==> src/rtl/repl_pkg.sv <==
package repl_pkg;
  localparam int LVL_N = 8;
  localparam int LVL_W = 3;
  localparam int RND_W = 16;

  typedef enum logic [1:0] {
    SH_SINGLE = 2'd0,
    SH_RO     = 2'd1,
    SH_RW     = 2'd2,
    SH_RSVD   = 2'd3
  } share_e;

  typedef enum logic [1:0] {
    DIR_HOLD = 2'd0,
    DIR_UP   = 2'd1,
    DIR_DN   = 2'd2
  } dir_e;

  // probability of a level in 64ths
  function automatic logic [6:0] level_num64(input logic [LVL_W-1:0] lvl);
    case (lvl)
      3'd0: return 7'd0;
      3'd1: return 7'd1;
      3'd2: return 7'd4;
      3'd3: return 7'd8;
      3'd4: return 7'd16;
      3'd5: return 7'd32;
      3'd6: return 7'd48;
      default: return 7'd64;
    endcase
  endfunction

  // threshold on the RND_W-bit draw, one bit wider so that 1.0 fits
  function automatic logic [RND_W:0] level_thr(input logic [LVL_W-1:0] lvl);
    return (RND_W+1)'(level_num64(lvl)) << (RND_W - 6);
  endfunction

  function automatic dir_e predict(input logic [31:0] up_g, input logic [31:0] up_c,
                                   input logic [31:0] dn_g, input logic [31:0] dn_c);
    if (up_g > up_c) return DIR_UP;
    if (dn_g > dn_c) return DIR_DN;
    return DIR_HOLD;
  endfunction

  function automatic logic [2:0] pop4(input logic [3:0] v);
    return 3'(v[0]) + 3'(v[1]) + 3'(v[2]) + 3'(v[3]);
  endfunction

  function automatic logic [LVL_W-1:0] step_level(input logic [LVL_W-1:0] lvl, input dir_e d);
    if (d == DIR_UP && lvl != LVL_W'(LVL_N-1)) return lvl + 1'b1;
    if (d == DIR_DN && lvl != '0) return lvl - 1'b1;
    return lvl;
  endfunction
endpackage

==> src/rtl/repl_lfsr.sv <==
module repl_lfsr #(
  parameter int          W    = 16,
  parameter logic [W-1:0] TAPS = 16'hB400,
  parameter logic [W-1:0] SEED = 16'hACE1
) (
  input  logic         clk,
  input  logic         rst_n,
  output logic [W-1:0] rnd_o
);
  logic [W-1:0] state_q;
  logic [W-1:0] state_d;

  always_comb begin
    state_d = state_q >> 1;
    if (state_q[0]) state_d = state_d ^ TAPS;
  end

  always_ff @(posedge clk or negedge rst_n) begin
    if (!rst_n) state_q <= SEED;
    else        state_q <= state_d;
  end

  assign rnd_o = state_q;

  AST_LFSR_LIVE: assert property (@(posedge clk) disable iff (!rst_n)
    state_q != '0);
endmodule

==> src/rtl/repl_filter.sv <==
module repl_filter
  import repl_pkg::*;
(
  input  logic             clk,
  input  logic             rst_n,
  input  logic             evict_i,
  input  logic [1:0]       share_i,
  input  logic [LVL_W-1:0] level_i,
  input  logic [RND_W-1:0] rnd_i,
  output logic             dec_valid_o,
  output logic             dec_repl_o
);
  share_e          share_w;
  logic            cand_w;
  logic            draw_hit_w;
  logic [RND_W:0]  thr_w;

  assign share_w    = share_e'(share_i);
  assign cand_w     = (share_w == SH_RO);
  assign thr_w      = level_thr(level_i);
  assign draw_hit_w = ({1'b0, rnd_i} < thr_w);

  always_ff @(posedge clk or negedge rst_n) begin
    if (!rst_n) begin
      dec_valid_o <= 1'b0;
      dec_repl_o  <= 1'b0;
    end else begin
      dec_valid_o <= evict_i;
      dec_repl_o  <= evict_i && cand_w && draw_hit_w;
    end
  end

  AST_ONLY_RO: assert property (@(posedge clk) disable iff (!rst_n)
    dec_repl_o |-> $past(evict_i && share_i == 2'd1));
  AST_DEC_NEXT: assert property (@(posedge clk) disable iff (!rst_n)
    evict_i |=> dec_valid_o);
  AST_LVL0_NEVER: assert property (@(posedge clk) disable iff (!rst_n)
    $past(evict_i && level_i == '0) |-> !dec_repl_o);
  AST_LVL7_ALWAYS: assert property (@(posedge clk) disable iff (!rst_n)
    $past(evict_i && share_i == 2'd1 && level_i == LVL_W'(LVL_N-1)) |-> dec_repl_o);
endmodule

==> src/rtl/repl_interval.sv <==
module repl_interval
  import repl_pkg::*;
#(
  parameter int EVT_LIMIT = 256
) (
  input  logic clk,
  input  logic rst_n,
  input  logic up_gain_i,
  input  logic up_cost_i,
  input  logic dn_gain_i,
  input  logic dn_cost_i,
  output logic eval_o,
  output dir_e dir_o
);
  localparam int CNT_W = $clog2(EVT_LIMIT + 4) + 1;

  logic [3:0]       pulse_w;
  logic [CNT_W-1:0] cnt_q [4];
  logic [CNT_W-1:0] evt_q;
  logic [2:0]       inc_w;

  assign pulse_w = {dn_cost_i, dn_gain_i, up_cost_i, up_gain_i};
  assign inc_w   = pop4(pulse_w);
  assign eval_o  = (evt_q >= CNT_W'(EVT_LIMIT));
  assign dir_o   = predict(32'(cnt_q[0]), 32'(cnt_q[1]), 32'(cnt_q[2]), 32'(cnt_q[3]));

  for (genvar g = 0; g < 4; g++) begin : g_cnt
    always_ff @(posedge clk or negedge rst_n) begin
      if (!rst_n)      cnt_q[g] <= '0;
      else if (eval_o) cnt_q[g] <= CNT_W'(pulse_w[g]);
      else             cnt_q[g] <= cnt_q[g] + CNT_W'(pulse_w[g]);
    end
  end

  always_ff @(posedge clk or negedge rst_n) begin
    if (!rst_n)      evt_q <= '0;
    else if (eval_o) evt_q <= CNT_W'(inc_w);
    else             evt_q <= evt_q + CNT_W'(inc_w);
  end

  AST_EVT_RESTART: assert property (@(posedge clk) disable iff (!rst_n)
    eval_o |=> (evt_q <= CNT_W'(4)));
  AST_EVT_BOUND: assert property (@(posedge clk) disable iff (!rst_n)
    evt_q < CNT_W'(EVT_LIMIT + 4));
endmodule

==> src/rtl/repl_level.sv <==
module repl_level
  import repl_pkg::*;
#(
  parameter int CONFIRM    = 4,
  parameter int INIT_LEVEL = 4
) (
  input  logic             clk,
  input  logic             rst_n,
  input  logic             eval_i,
  input  dir_e             dir_i,
  output logic [LVL_W-1:0] level_o,
  output logic             confirm_o
);
  localparam int STK_W = $clog2(CONFIRM + 1);

  logic [STK_W-1:0] streak_q;
  logic [STK_W-1:0] streak_nx;
  dir_e             last_q;
  logic [LVL_W-1:0] level_q;

  assign streak_nx = (dir_i == last_q) ? streak_q + 1'b1 : STK_W'(1);
  assign confirm_o = eval_i && (dir_i != DIR_HOLD) && (streak_nx == STK_W'(CONFIRM));

  always_ff @(posedge clk or negedge rst_n) begin
    if (!rst_n) begin
      streak_q <= '0;
      last_q   <= DIR_HOLD;
      level_q  <= LVL_W'(INIT_LEVEL);
    end else if (eval_i) begin
      last_q <= dir_i;
      if (dir_i == DIR_HOLD) begin
        streak_q <= '0;
      end else if (confirm_o) begin
        streak_q <= '0;
        level_q  <= step_level(level_q, dir_i);
      end else begin
        streak_q <= streak_nx;
      end
    end
  end

  assign level_o = level_q;

  AST_LEVEL_ON_CONFIRM: assert property (@(posedge clk) disable iff (!rst_n)
    (level_q != $past(level_q)) |-> $past(confirm_o));
  AST_STREAK_BOUND: assert property (@(posedge clk) disable iff (!rst_n)
    streak_q < STK_W'(CONFIRM));
  AST_HOLD_CLEARS: assert property (@(posedge clk) disable iff (!rst_n)
    $past(eval_i && dir_i == DIR_HOLD) |-> (streak_q == '0));
  AST_SAT_TOP: assert property (@(posedge clk) disable iff (!rst_n)
    $past(level_q == LVL_W'(LVL_N-1) && dir_i == DIR_UP) |-> (level_q == LVL_W'(LVL_N-1)));
  AST_SAT_BOTTOM: assert property (@(posedge clk) disable iff (!rst_n)
    $past(level_q == '0 && dir_i == DIR_DN) |-> (level_q == '0));
endmodule

==> src/rtl/repl_level_ctrl.sv <==
module repl_level_ctrl
  import repl_pkg::*;
#(
  parameter int EVT_LIMIT  = 256,
  parameter int CONFIRM    = 4,
  parameter int INIT_LEVEL = 4
) (
  input  logic       clk,
  input  logic       rst_n,
  input  logic       evict_i,
  input  logic [1:0] share_i,
  input  logic       up_gain_i,
  input  logic       up_cost_i,
  input  logic       dn_gain_i,
  input  logic       dn_cost_i,
  output logic       dec_valid_o,
  output logic       dec_repl_o,
  output logic [2:0] level_o
);
  logic [RND_W-1:0] rnd_w;
  logic             eval_w;
  dir_e             dir_w;
  logic             confirm_w;
  logic [LVL_W-1:0] level_w;

  repl_lfsr #(.W(RND_W)) u_lfsr (
    .clk(clk), .rst_n(rst_n), .rnd_o(rnd_w)
  );

  repl_interval #(.EVT_LIMIT(EVT_LIMIT)) u_intv (
    .clk(clk), .rst_n(rst_n),
    .up_gain_i(up_gain_i), .up_cost_i(up_cost_i),
    .dn_gain_i(dn_gain_i), .dn_cost_i(dn_cost_i),
    .eval_o(eval_w), .dir_o(dir_w)
  );

  repl_level #(.CONFIRM(CONFIRM), .INIT_LEVEL(INIT_LEVEL)) u_lvl (
    .clk(clk), .rst_n(rst_n), .eval_i(eval_w), .dir_i(dir_w),
    .level_o(level_w), .confirm_o(confirm_w)
  );

  repl_filter u_filt (
    .clk(clk), .rst_n(rst_n), .evict_i(evict_i), .share_i(share_i),
    .level_i(level_w), .rnd_i(rnd_w),
    .dec_valid_o(dec_valid_o), .dec_repl_o(dec_repl_o)
  );

  assign level_o = level_w;

  AST_MOVE_BY_ONE: assert property (@(posedge clk) disable iff (!rst_n)
    (level_w != $past(level_w)) |->
      ((level_w == $past(level_w) + 1'b1) || (level_w == $past(level_w) - 1'b1)));
  AST_CONFIRM_ON_EVAL: assert property (@(posedge clk) disable iff (!rst_n)
    confirm_w |-> eval_w);
endmodule

==> config.mk <==
export PLATFORM = sky130hd
export DESIGN_NAME = repl_level_ctrl
export DESIGN_NICKNAME = d
export VERILOG_FILES = /design/src/rtl/repl_pkg.sv /design/src/rtl/repl_lfsr.sv /design/src/rtl/repl_filter.sv /design/src/rtl/repl_interval.sv /design/src/rtl/repl_level.sv /design/src/rtl/repl_level_ctrl.sv
export SDC_FILE = /design/constraint.sdc
export NUM_CORES = 1
export LEC_CHECK = 0
export ABC_AREA = 1
export ABC_CLOCK_PERIOD_IN_PS = 2050
export BUFFER_PORTS_ARGS = -buffer_cell sky130_fd_sc_hd__buf_2
export CAP_MARGIN = 20
export CORE_MARGIN = 2
export CORE_UTILIZATION = 45
export DETAILED_ROUTE_END_ITERATION = 7
export SYNTH_ARGS = -nofsm -noshare
export SYNTH_HDL_FRONTEND = slang
export SYNTH_HIERARCHICAL = 1
export SYNTH_SLANG_ARGS = --single-unit
==> constraint.sdc <==
create_clock -name clk -period 2.05 [get_ports clk]
set_input_delay 0.41 -clock clk [delete_from_list [all_inputs] [get_ports clk]]
set_output_delay 0.41 -clock clk [all_outputs]
set_load 0.1 [all_outputs]
==> flow_summary.ini <==
[clock_tree]
htreeDepth = 3
worstSkewPairLatency_ps = 360
clock_path_buffers = 2
holdBufCountCts = 0
tritoncts = built
root_buffer = clkbuf_8
cts_sinks = 76
numCtsBuffers = 9
clk_pin_slew_ps = 90

[finish]
diodes = 0
nets = 635
final_cell_mix = nand2_1, inv_1, dfrtp_1, buf_4, nor2_1
drive_above_1_share_pct = 30.3
final_cells = 698
syn2layout_area_growth_pct = 27.7
layout_commonest_cell = nand2_1
final_util_pct = 58.9

[setup_path]
path_cells = buf_8, inv_8, fa_1, inv_2, ha_4, ha_4, inv_2, fa_2, inv_2, nand2_4, a21oi_4, nand2_2, nand2_2, nor2_1
reg2regPathDepth = 14
r2r_end = u_lvl/level_o[1]$_DFFE_PN0P_
path_buf_inv = 5
cp.arrival_ps = 2440
reg2reg_slack_ps = -130
critPathKind = in2reg
cp-start-kind = primary input
cpLargestDelayFamily = adder cells
cp-end-kind = flip-flop
cp.required_ps = 2300
worst_path_max_delay_cell = fa_1
cp.depth = 14
r2r_start = u_intv/cnt_q[37]$_DFF_PN0_
slowest_delay_ps = 540
crit_fanout = 3
cp_common_cell = inv_2

[die]
rows = 35
die-area_um2 = 10200
die_h_um = 101
coreArea_um2 = 9150
start_util_pct = 46.1
die_w_um = 101
ios = 14

[global_route]
grt_pass1_wl_um = 14600
grt_max_degree = 38
grt_pass1_vias = 3286
overflow = 0
met3_usage_pct = 3.33
gr-usage-met2_pct = 30.3
antenna_found_initial = 0
grt_util_all_layers_pct = 18.1
grt.met1_usage_pct = 23.8
grt-busiest-layer = met2

[min_path]
min_path_type = in2async

[run_status]
status = finished with violations
failed_checks = setup timing

[sta]
hold_slack_ps = 2.13
fmax_mhz = 456
fin_ws_ps = -143
post-route-min-period_ps = 2190
rsz0062_at_grt = true
drv_slew = 0
period_share_pct = 107
hold_viol_final = 0
fin_skew_ps = 12.6
finalSetupViolCount = 10

[power]
vdd_drop_max_mv = 0.359
power_density_nw_per_um2 = 730
p_leak_nw = 2.64

[job]
max_cap_violations = 0

[detailed_routing]
vias = 3399
drtPass1Iterations = 4
final_antenna_net_count = 0
via_per_inst = 4.87
initialDrtViolationCount = 151
wl_um = 8410
drc_errors = 0
wl_per_cell_um = 12.1

[placement]
numPortBuffers = 13
dp_hpwl_um = 5820
dp.cells = 673
gp_congestion = 0.780

[yosys]
yosys_warnings = 6
syn_inst = 506
synth_area_um2 = 4220
syn_nets = 559
syn_area_per_cell_um2 = 8.34
-- cell type report --
type	count	area, um2
Fill cell	820	3760
Multi-Input combinational cell	336	2210
Sequential cell	76	1920
Timing Repair Buffer	74	591
Inverter	85	329
Tap cell	111	139
Clock buffer	9	124
Clock inverter	7	82.6
-- metal layers --
layer	up-vias	routed length, um
met4	0	112
met5	-	0
met3	9	186
met1	1620	3810
li1	1748	-
met2	22	4300
-- worst max-delay path by stage --
stage / start / to / slack, ps
after detailed placement: dn_cost_i / u_intv/evt_q[6]$_DFF_PN0_ / -550
after floorplan: dn_cost_i / u_intv/evt_q[6]$_DFF_PN0_ / -280
final: dn_cost_i / u_intv/evt_q[6]$_DFF_PN0_ / -140
after CTS: u_intv/cnt_q[37]$_DFF_PN0_ / u_lvl/level_o[1]$_DFFE_PN0P_ / -130
after global placement: dn_cost_i / u_intv/evt_q[6]$_DFF_PN0_ / -520
after global routing: u_intv/cnt_q[27]$_DFF_PN0_ / u_lvl/level_o[0]$_DFFE_PN0P_ / -290
-- flip-flops by register name (all words and copies together), names as in the netlist --
signal / cells
u_filt/dec_repl_o: 1
u_filt/dec_valid_o: 1
u_intv/cnt_q: 40
u_intv/evt_q: 10
u_lfsr/rnd_o: 16
u_lvl/last_q: 2
u_lvl/level_o: 3
u_lvl/streak_q: 3
-- repair_timing --
item | in CTS | in global routing
endpoints found under the setup margin | 10 | 12
pin swaps | 22 | 32
setup buffers | 7 | 2
resized for setup | 21 | 39
-- per-stage QoR --
step                      TNS (ps)  setup slack (ps)  power [mW]  instance area, um2
after floorplan              -1240              -276        2.22                4300
after global placement       -3670              -516        2.49                4860
after detailed placement     -4260              -554        2.51                4860
after CTS                     -827              -129        3.86                5210
after global routing         -2230              -291        4.18                5390
final                         -936              -143        3.94                5390
-- power breakdown --
| group | internal (mW) | total [mW] | switching, mW |
|---|---|---|---|
| clock | 0.581 | 1.20 | 0.622 |
| sequential | 1.59 | 1.67 | 0.0873 |
| combinational | 0.484 | 1.06 | 0.574 |
| total | 2.65 | 3.94 | 1.28 |
Note: power is estimated with default switching activity, not from simulation.
